===== config.mk =====
export PLATFORM = sky130hd
export DESIGN_NAME = rftrack_pll
export DESIGN_NICKNAME = d
export VERILOG_FILES = /design/src/rtl/rftrack_pkg.sv /design/src/rtl/rft_sync.sv /design/src/rtl/rft_timebase.sv /design/src/rtl/rft_ctrl.sv /design/src/rtl/rftrack_pll.sv
export SDC_FILE = /design/constraint.sdc
export NUM_CORES = 2
export LEC_CHECK = 0
export ABC_AREA = 1
export BUFFER_PORTS_ARGS = -buffer_cell sky130_fd_sc_hd__buf_2
export CORE_MARGIN = 5
export CORE_UTILIZATION = 55
export CTS_CLUSTER_SIZE = 30
export DETAILED_ROUTE_END_ITERATION = 10
export PLACE_DENSITY = 0.72
export SETUP_SLACK_MARGIN = 0.02
export SYNTH_ARGS = -nofsm -noshare
export SYNTH_HDL_FRONTEND = slang
export SYNTH_SLANG_ARGS = --single-unit
export TNS_END_PERCENT = 1

===== constraint.sdc =====
create_clock -name clk -period 15.3 [get_ports clk]
set_clock_uncertainty 0.15 [all_clocks]
set_input_delay 3.06 -clock clk [delete_from_list [all_inputs] [get_ports clk]]
set_output_delay 3.06 -clock clk [all_outputs]
set_load 0.05 [all_outputs]

===== src/rtl/rftrack_pkg.sv =====
package rftrack_pkg;
   localparam int FRAC = 16;
   localparam int ONE  = 1 << FRAC;
   localparam int HALF = 1 << (FRAC - 1);

   typedef enum logic [1:0] {
      ST_IDLE,
      ST_DIV,
      ST_FILT,
      ST_STEP
   } ctrl_st_e;
endpackage


===== src/rtl/rft_sync.sv =====
module rft_sync #(
   parameter int W      = 2,
   parameter int STAGES = 2
) (
   input  logic         clk,
   input  logic         rst_n,
   input  logic [W-1:0] d_i,
   output logic [W-1:0] q_o
);
   if (STAGES < 2) begin : g_bad_stages
      $error("rft_sync: STAGES must be at least 2");
   end

   logic [W-1:0] stg [STAGES];

   always_ff @(posedge clk) begin
      if (!rst_n) stg[0] <= '0;
      else        stg[0] <= d_i;
   end

   for (genvar i = 1; i < STAGES; i++) begin : g_stage
      always_ff @(posedge clk) begin
         if (!rst_n) stg[i] <= '0;
         else        stg[i] <= stg[i-1];
      end
   end

   assign q_o = stg[STAGES-1];
endmodule


===== src/rtl/rft_timebase.sv =====
module rft_timebase #(
   parameter int PW = 16
) (
   input  logic          clk,
   input  logic          rst_n,
   input  logic          en_i,
   input  logic          diff_i,
   input  logic [PW-1:0] per_new_i,
   input  logic [PW-1:0] per_rst_i,
   output logic          gate_o,
   output logic [PW-1:0] cnt_o,
   output logic [PW-1:0] per_act_o,
   output logic          wrap_o,
   output logic          meas_vld_o,
   output logic [PW-1:0] duty_o,
   output logic [PW-1:0] meas_per_o
);
   logic [PW-1:0] cnt_q, per_act_q, hi_q, duty_q, mper_q;
   logic          vld_q;

   assign wrap_o = en_i && ({1'b0, cnt_q} + 1'b1 >= {1'b0, per_act_q});

   always_ff @(posedge clk) begin
      if (!rst_n) begin
         cnt_q     <= '0;
         per_act_q <= per_rst_i;
         hi_q      <= '0;
         duty_q    <= '0;
         mper_q    <= per_rst_i;
         vld_q     <= 1'b0;
      end else begin
         vld_q <= 1'b0;
         if (wrap_o) begin
            cnt_q     <= '0;
            per_act_q <= per_new_i;
            duty_q    <= hi_q + PW'(diff_i);
            mper_q    <= per_act_q;
            hi_q      <= '0;
            vld_q     <= 1'b1;
         end else if (en_i) begin
            cnt_q <= cnt_q + 1'b1;
            hi_q  <= hi_q + PW'(diff_i);
         end
      end
   end

   assign gate_o     = (cnt_q >= (per_act_q >> 1));
   assign cnt_o      = cnt_q;
   assign per_act_o  = per_act_q;
   assign meas_vld_o = vld_q;
   assign duty_o     = duty_q;
   assign meas_per_o = mper_q;
endmodule


===== src/rtl/rft_ctrl.sv =====
module rft_ctrl
   import rftrack_pkg::*;
#(
   parameter int PW = 16,
   parameter int GW = 16
) (
   input  logic            clk,
   input  logic            rst_n,
   input  logic            start_i,
   input  logic [PW-1:0]   duty_i,
   input  logic [PW-1:0]   meas_per_i,
   input  logic [FRAC-1:0] coef_a_i,
   input  logic [FRAC-1:0] coef_b_i,
   input  logic [GW-1:0]   gain_i,
   input  logic            gain_ld_i,
   input  logic [GW-1:0]   gain_lim_i,
   input  logic [PW-1:0]   per_min_i,
   input  logic [PW-1:0]   per_max_i,
   output logic [FRAC:0]   phase_o,
   output logic [PW-1:0]   period_o,
   output logic            upd_o
);
   localparam int IW  = $clog2(FRAC + 2);
   localparam int MW  = 2 * FRAC + 2;
   localparam int EW  = FRAC + 2;
   localparam int PRW = GW + 1 + EW;

   ctrl_st_e       st_q;
   logic [PW:0]    rem_q;
   logic [PW-1:0]  div_q;
   logic [FRAC:0]  quo_q;
   logic [IW-1:0]  idx_q;
   logic [FRAC:0]  x_q;
   logic [PW-1:0]  per_q;
   logic [GW-1:0]  gain_q;
   logic           upd_q;

   // restoring division step: one quotient bit per clock
   logic           ge;
   logic [PW:0]    rem_nx;
   assign ge     = rem_q >= {1'b0, div_q};
   assign rem_nx = ge ? rem_q - {1'b0, div_q} : rem_q;

   // filter step
   logic [MW-1:0]     mix;
   logic [MW-FRAC-1:0] xsh;
   logic [FRAC:0]     x_nx;
   assign mix  = MW'(coef_a_i) * MW'(x_q) + MW'(coef_b_i) * MW'(quo_q);
   assign xsh  = mix[MW-1:FRAC];
   assign x_nx = (xsh > (MW-FRAC)'(ONE)) ? (FRAC+1)'(ONE) : xsh[FRAC:0];

   // period step
   logic signed [EW-1:0]  err;
   logic signed [PRW-1:0] prod, step, sum, lo, hi;
   logic [PW-1:0]         per_nx;
   assign err    = $signed({1'b0, x_q}) - $signed(EW'(HALF));
   assign prod   = PRW'($signed({1'b0, gain_q})) * PRW'(err);
   assign step   = prod >>> FRAC;
   assign sum    = PRW'($signed({1'b0, per_q})) + step;
   assign lo     = PRW'($signed({1'b0, per_min_i}));
   assign hi     = PRW'($signed({1'b0, per_max_i}));
   assign per_nx = (sum < lo) ? per_min_i : (sum > hi) ? per_max_i : sum[PW-1:0];

   always_ff @(posedge clk) begin
      if (!rst_n) begin
         gain_q <= GW'(1);
      end else if (gain_ld_i && gain_i != '0) begin
         gain_q <= (gain_i > gain_lim_i) ? gain_lim_i : gain_i;
      end
   end

   always_ff @(posedge clk) begin
      if (!rst_n) begin
         st_q  <= ST_IDLE;
         rem_q <= '0;
         div_q <= '0;
         quo_q <= '0;
         idx_q <= '0;
         x_q   <= (FRAC+1)'(HALF);
         per_q <= per_max_i;
         upd_q <= 1'b0;
      end else begin
         upd_q <= 1'b0;
         unique case (st_q)
            ST_IDLE: if (start_i) begin
               rem_q <= {1'b0, duty_i};
               div_q <= meas_per_i;
               quo_q <= '0;
               idx_q <= '0;
               st_q  <= ST_DIV;
            end
            ST_DIV: begin
               quo_q <= {quo_q[FRAC-1:0], ge};
               rem_q <= {rem_nx[PW-1:0], 1'b0};
               idx_q <= idx_q + 1'b1;
               if (idx_q == IW'(FRAC)) st_q <= ST_FILT;
            end
            ST_FILT: begin
               x_q  <= x_nx;
               st_q <= ST_STEP;
            end
            ST_STEP: begin
               per_q <= per_nx;
               upd_q <= 1'b1;
               st_q  <= ST_IDLE;
            end
            default: st_q <= ST_IDLE;
         endcase
      end
   end

   assign phase_o  = x_q;
   assign period_o = per_q;
   assign upd_o    = upd_q;
endmodule


===== src/rtl/rftrack_pll.sv =====
module rftrack_pll
   import rftrack_pkg::*;
#(
   parameter int PW          = 16,
   parameter int GW          = 16,
   parameter int SYNC_STAGES = 2
) (
   input  logic          clk,
   input  logic          rst_n,
   input  logic          smp_en_i,
   input  logic          zc_inv_i,
   input  logic          zc_cap_i,
   input  logic [15:0]   coef_a_i,
   input  logic [15:0]   coef_b_i,
   input  logic [GW-1:0] gain_i,
   input  logic          gain_ld_i,
   input  logic [GW-1:0] gain_lim_i,
   input  logic [PW-1:0] period_min_i,
   input  logic [PW-1:0] period_max_i,
   output logic          gate_o,
   output logic          gate_n_o,
   output logic [PW-1:0] period_o,
   output logic [16:0]   phase_o,
   output logic          upd_o
);
   if (PW < 8 || PW > 24) begin : g_bad_pw
      $error("rftrack_pll: PW must lie in 8..24");
   end
   if (GW < 1 || GW > 24) begin : g_bad_gw
      $error("rftrack_pll: GW must lie in 1..24");
   end
   if (FRAC != 16) begin : g_bad_frac
      $error("rftrack_pll: ports assume 16 fractional bits");
   end

   logic [1:0]    zc_s;
   logic          diff;
   logic          gate_w, wrap_w, meas_vld;
   logic [PW-1:0] cnt_w, per_act_w, duty_w, mper_w, per_q_w;

   rft_sync #(.W(2), .STAGES(SYNC_STAGES)) u_sync (
      .clk   (clk),
      .rst_n (rst_n),
      .d_i   ({zc_inv_i, zc_cap_i}),
      .q_o   (zc_s)
   );

   assign diff = zc_s[1] ^ zc_s[0];

   rft_timebase #(.PW(PW)) u_tb (
      .clk        (clk),
      .rst_n      (rst_n),
      .en_i       (smp_en_i),
      .diff_i     (diff),
      .per_new_i  (per_q_w),
      .per_rst_i  (period_max_i),
      .gate_o     (gate_w),
      .cnt_o      (cnt_w),
      .per_act_o  (per_act_w),
      .wrap_o     (wrap_w),
      .meas_vld_o (meas_vld),
      .duty_o     (duty_w),
      .meas_per_o (mper_w)
   );

   rft_ctrl #(.PW(PW), .GW(GW)) u_ctrl (
      .clk        (clk),
      .rst_n      (rst_n),
      .start_i    (meas_vld),
      .duty_i     (duty_w),
      .meas_per_i (mper_w),
      .coef_a_i   (coef_a_i),
      .coef_b_i   (coef_b_i),
      .gain_i     (gain_i),
      .gain_ld_i  (gain_ld_i),
      .gain_lim_i (gain_lim_i),
      .per_min_i  (period_min_i),
      .per_max_i  (period_max_i),
      .phase_o    (phase_o),
      .period_o   (per_q_w),
      .upd_o      (upd_o)
   );

   assign period_o = per_q_w;
   assign gate_o   = gate_w;
   assign gate_n_o = ~gate_w;
endmodule


After elaboration in Yosys (flattened, before gate mapping)
Memory sizes are Yosys's and may differ from the RTL's.
Index checks and enable logic that the tools add are counted.
- logic and storage cells: 82
- bits in registers: 188
- output and inout port bits: 36
- memories kept: 1
- RAM bits: 4
- input port bits: 102
- memories (name ; words ; bits a word ; read ports ; clocked after Yosys merged registers in ; write ports ; RTL line ; source):
    u_sync.stg ; 2 ; 2 ; 2 ; 0 ; 2 ; rft_sync.sv:14 ; logic [W-1:0] stg [STAGES];
- $add $sub $neg: 8
- reductions and logical operators: 9
- muxes and demuxes: 26
- bitwise logic cells: 5
- multiply operators: 3
- equality and inequality tests: 8
- order comparisons: 7
- operators by type and width (kind ; count):
    $mux 16 ; 10
    $pmux 17 s2 ; 2
    $mul 16x17->33 ; 2
    $mux 17 ; 3
    $gt 35x17->1 ; 1
    $lt 35x17->1 ; 1
    $mul 17x18->35 ; 1
    $add 33x33->34 ; 1
    $ge 17x16->1 ; 2
    $add 17x19->20 ; 1
    $gt 18x17->1 const B ; 1
    $sub 17x16->18 const B ; 1
    $add 16x1->17 const B ; 1
    $add 16x1->16 ; 1
    $add 16x1->16 const B ; 1
    $ge 16x15->1 ; 1
    $gt 16x16->1 ; 1
    $reduce_bool 16->1 ; 1
    $sub 16x16->16 ; 1
    $pmux 5 s2 ; 1
    $mux 2 ; 4
    $pmux 2 s4 ; 1
    $ne 2x1->1 const B ; 3
    $reduce_and 2->1 ; 3
    14 further kinds ; 21

Longest topological paths before layout
- word-level depth: 8
- gate-level depth with buffers: 56
- depth with buffers taken out: 53

Hierarchy
Synthesis repeated with hierarchy kept, for this count alone.
- cell total of the unflattened synthesis: 5552
- area, all modules: 42610.9 um^2
- by module, submodules not included (module ; cells an instance ; instances ; sequential area each (um^2) ; area each (um^2)):
    rft_ctrl ; 4949 ; 1 ; 2302.2 ; 37876.3
    rft_timebase ; 585 ; 1 ; 1941.9 ; 4601.9
    rft_sync ; 12 ; 1 ; 80.1 ; 110.1
    rftrack_pll ; 6 ; 1 ; 0.0 ; 22.5

Worst setup path after synthesis
Ideal clock, no wire load.
- kind: in2reg
- start: in coef_a_i[2]
- end: reg u_ctrl.x_q[5], in the netlist u_ctrl.phase_o[5]
- data required time: 15080 ps
- path slack: 5106 ps
- stages: 35
- data arrival time: 9973 ps
- setup time: 70 ps
- buffers on the path: 3
- path through: clkbuf_1 -> clkbuf_1 -> nand2_1 -> fa_1 -> inv_1 -> fa_1 -> inv_1 -> fa_1 -> fa_1 -> inv_1 -> fa_1 -> inv_1 -> fa_1 -> inv_1 -> fa_1 -> inv_1 -> fa_1 -> inv_1 -> ha_1 -> a21oi_1 -> a21boi_0 -> o21ai_0 -> nand2_1 -> nand3_1 -> nand2_1 -> nand2_1 -> xor2_1 -> nor2_1 -> nand3_1 -> nor2_1 -> nand2_1 -> nand2_1 -> buf_2 -> nand3_1 -> a21oi_1
- longest elaborated chain between the ends: 4
- ends and longest elaborated chain (what ; RTL line ; source):
    from (decl) ; rftrack_pll.sv:13 ; input logic [15:0] coef_a_i,
    $mul 16x17->33 * ; rft_ctrl.sv:48 ; assign mix = MW'(coef_a_i) * MW'(x_q) + MW'(coef_b_i) * MW'(quo_q);
    $add 33x33->34 * ; rft_ctrl.sv:48 ;
    $gt 18x17->1 ; rft_ctrl.sv:50 ; assign x_nx = (xsh > (MW-FRAC)'(ONE)) ? (FRAC+1)'(ONE) : xsh[FRAC:0];
    $mux 17 * ; rft_ctrl.sv:50 ;
    to (signal assigned) ; rft_ctrl.sv:79 ; x_q <= (FRAC+1)'(HALF);
    to (signal assigned) ; rft_ctrl.sv:99 ; x_q <= x_nx;
    to (decl) ; rft_ctrl.sv:33 ; logic [FRAC:0] x_q;
Mark *: on every way between the ends. The rest lies on a longest branch, timed or not.
A chain may end at the register's enable or synchronous reset.

Worst setup path after layout
- start: in coef_b_i[1]
- end: reg u_ctrl.x_q[15], in the netlist u_ctrl.phase_o[15]
- longest elaborated chain between the ends: 4
- ends and longest elaborated chain (what ; RTL line ; source):
    from (decl) ; rftrack_pll.sv:14 ; input logic [15:0] coef_b_i,
    $mul 16x17->33 * ; rft_ctrl.sv:48 ;
    $add 33x33->34 * ; rft_ctrl.sv:48 ;
    $gt 18x17->1 ; rft_ctrl.sv:50 ;
    $mux 17 * ; rft_ctrl.sv:50 ;
Marked as above.

==> summary.md <==
| Metric | Value |
|---|---|
| Run status | `finished, final reports clean` |
| FMAX | `about 94 MHz` |
| Leading area contributor after synthesis | `fa_1` |
| Number of DRC markers in iteration 0 | `~2900` |
| Levels on crit path | `29` |
| Met2 WL post-DR | `approximately 51 mm` |
| I/O pins | `~140` |
| Leakage power | `roughly 25 nW` |
| Reg-to-reg endpoint | `u_ctrl.period_o[15]$_DFFE_PP_` |
| WP data required | `between 15 and 20 ns` |
| Clock Pin Slew Worst Setup and Hold Paths | `0.08 ns` |
| Synth cell types | `between 60 and 70` |
| Setup WS pre-CTS | `~4.3 ns` |
| Synth-to-layout area growth | `4.33%` |
| M1 WL | `46.9 mm` |
| Asr flop ratio synth | `0%` |
| Count of input and output buffers | `around 140` |
| Critical Path Sink Type | `flop` |
| Util after Layout | `between 50% and 60%` |
| Cells taking the most area after synthesis | `fa_1 37%, inv_1 13%, ha_1 12%, nand2_1 12%, dfxtp_1 6.8%` |
| CTS root buf | `clkbuf_16` |
| Worst-Skew Late Latency | `roughly 0.5 ns` |
| ANT nets after route | `0` |
| Crit path max-delay family | `adder cells` |
| Placed cells | `roughly 6400` |
| Crit-path max FO | `17` |
| Max clock buf depth | `2` |
| Max cap viols | `0` |
| Gr ovfl total | `0` |
| CTS tree | `yes` |
| Yosys reg bits | `between 150 and 200` |
| Routed wl met3 | `around 8.6 mm` |
| EDFF count, synth | `48` |
| Final period util | `around 69%` |
| Layout Cells excl Fill | `roughly 6500` |
| Post_cts resized | `0` |
| Hold buffers post-CTS | `0` |
| Worst EP arrival | `~11 ns` |
| CORE AREA | `~76000 um^2` |
| Worst reg2reg path depth | `40` |
| Reg power frac | `about a tenth` |
| Pwr dens | `roughly 170 nW/um^2` |
| Synthesized area | `42200 um^2` |
| DR pass1 iterations | `6` |
| CP max stage delay | `about 1.0 ns` |
| Post-CTS Setup Inserts | `0` |
| Hold Path Class | `reg2reg` |
| GRT Total Usage | `between 20% and 30%` |
| Nets | `6688` |
| Post-synth top flop | `dfxtp_1` |
| Routability congestion estimate | `0.992` |
| Setup TNS | `0 ns` |
| Endpoints failing setup | `0` |
| Top cells by count, synth | `1489 x inv_1, 1363 x nand2_1, 769 x fa_1` |
| Final WS setup | `about 4.7 ns` |
| Flop2flop setup slack | `approximately 5.1 ns` |
| Post-synthesis instance total | `roughly 5500` |
| Highest metal used | `met5` |
| CTS Buf Count | `17` |
| Worst slew margin | `10.8%` |
| Hpwl dp | `about 90 mm` |
| Mapped Nets | `slightly below 7000` |
| Internal | `a little over 0.003 W` |
| First-pass GRT wire length | `between 150 and 200 mm` |
| Drt total wl | `between 100 and 150 mm` |
| Synth warnings | `0` |
| Worst slew pin tran | `~1.3 ns` |
| Fin. Hold Viols | `0` |
| Worst IR drop on VDD | `approximately 550 uV` |
| Syn avg cell area | `about 7.7 um^2` |
| Most used cell, CP | `fa_1` |
| Hold Crit Start | `u_sync.stg[0][1]$_SDFF_PN0_` |
| Rows | `101` |
| Slew Limit Fails | `0` |
| Slowest cell on the critical path | `xor2_1` |
| Routed len/inst | `between 15 and 20 um` |
| Worst r2r src | `u_ctrl.phase_o[8]$_SDFFE_PN0P_` |
| Via count | `33828` |
| Switch Pwr | `0.00450 W` |
| Clk sinks | `approximately 190` |
| Startpoint type of the worst setup path | `input pin` |
| Most common cell in the netlist | `inv_1` |
| Clk pwr share | `6.3%` |
| CP Class | `in2reg` |
| Initial Util | `roughly 56%` |
| Share of the synthesized area in the top cell type | `36.5%` |
| RSZ-0062 raised after global routing | `false` |
| Layout cells sized above 1 | `under 10%` |
| Initial antenna violation count | `8` |
| Sequential fraction of the synthesis area | `between 10% and 20%` |
| Avg Vias per Cell | `approximately 5.2` |
| Die H | `287 um` |
| Setup crit end | `u_ctrl.phase_o[15]$_SDFFE_PN1P_` |
| Die Area | `~80000 um^2` |
| Logic pwr share | `between 80% and 90%` |
| CP startpoint | `coef_b_i[1]` |
| Max H-tree Level | `4` |
| Cells on Worst Hold Path | `2` |
| Final min period | `10.63 ns` |
| Die Wd | `287 um` |
| Largest net degree at the start of global routing | `66` |
| Vias in the first global route | `~35000` |
| Crit path buf inv count | `8` |
| Sw frac | `between 50 and 60%` |
| Drt drc | `0` |
flip-flops by register name, indices dropped and copies added (netlist names):
name	count
u_tb.meas_vld_o	1
u_tb.per_act_o	16
u_tb.meas_per_o	16
u_ctrl.rem_q	17
u_ctrl.st_q	2
u_ctrl.div_q	16
u_tb.duty_o	16
u_ctrl.gain_q	16
u_ctrl.upd_o	1
u_tb.cnt_o	16
u_ctrl.period_o	16
u_ctrl.phase_o	17
u_ctrl.quo_q	17
u_tb.hi_q	16
u_sync.stg	4
u_ctrl.idx_q	5
final cells by class:
cell class	count	area, um^2
antenna	5	12.5
clock buffer	18	429
clock inverter	14	189
fill	6970	31900
inverter	1499	5630
multi-input combinational	3525	31200
sequential	192	4320
tap	1030	1290
timing repair buffer	173	956
layer usage:
| metal | vias up | track usage, % |
|---|---|---|
| met2 | 1274 | 44.4 |
| met1 | 16456 | 38.3 |
| met4 | 4 | 8.47 |
| met5 | - | 0 |
| met3 | 230 | 4.83 |
| li1 | 15864 | - |
per-stage QoR:
stage                     cell area (um^2)  hold slack [ns]  total power, W
after CTS                            44000            0.269         0.00751
after global placement               43400            0.248         0.00694
after detailed placement             43400            0.250         0.00697
after floorplan                      42200            0.240         0.00548
final                                44000            0.267         0.00754
after global routing                 44000            0.291         0.00841
how the worst min path moves through the flow:
stage / to
after floorplan: u_sync.stg[1][0]$_SDFF_PN0_
after global placement: u_sync.stg[1][0]$_SDFF_PN0_
after detailed placement: u_sync.stg[1][1]$_SDFF_PN0_
after CTS: u_sync.stg[1][1]$_SDFF_PN0_
after global routing: u_sync.stg[1][0]$_SDFF_PN0_
final: u_sync.stg[1][1]$_SDFF_PN0_
power groups by stage:
stage	registers (W)	clock network, W	logic, W
3_5_place_dp	0.000751	0	0.00622
3_3_place_gp	0.000751	0	0.00619
4_1_cts	0.000740	0.000480	0.00629
5_1_grt	0.000749	0.000500	0.00716
2_1_floorplan	0.000779	0	0.00470
6_report	0.000744	0.000473	0.00632
worst reg2reg max path, delay by kind of cell (launching register included):
kind	cells	cell delay (ns)
adder cells (fa/ha/maj)	9	4.14
flip-flops	1	0.75
XOR/XNOR	2	0.42
AO/OA/AOI/OAI	7	1.40
buffers and inverters	5	0.73
AND/OR/NAND/NOR	17	2.40
kinds of logic (layout without fill, tap and decap cells):
kind of cell    count (synthesis)  in the layout  share of synthesized area (%)
xor+xnor                       88             88                           1.83
buf+inv                      1757           1704                           15.9
flops                         192            192                           10.3
fa+ha+maj                    1178           1178                           48.6
compound gates                487            487                           6.38
simple gates                 1772           1772                           17.0
other cells                     0              5                              0
layout by cell type (no fill, tap or decap), types with 8 or more instances in the layout:
cell type | synthesis | final
xor2_1 | 62 | 62
nand2_2 | 25 | 26
buf_4 | 1 | 36
ha_1 | 409 | 409
a211oi_1 | 19 | 19
fa_1 | 769 | 769
a21oi_1 | 272 | 272
nand3_1 | 117 | 117
inv_1 | 1489 | 1489
clkbuf_16 | 0 | 17
edfxtp_1 | 48 | 48
nand2_1 | 1363 | 1362
nor3_1 | 26 | 26
a31oi_1 | 9 | 9
nor2_1 | 166 | 166
dfxtp_1 | 144 | 144
nand3_2 | 15 | 15
o21ai_0 | 122 | 122
a21o_1 | 18 | 18
nor4_1 | 8 | 8
nand4_1 | 29 | 29
buf_2 | 7 | 137
xnor2_1 | 26 | 26
o21bai_1 | 8 | 8
(Power assumes the default switching activity.)
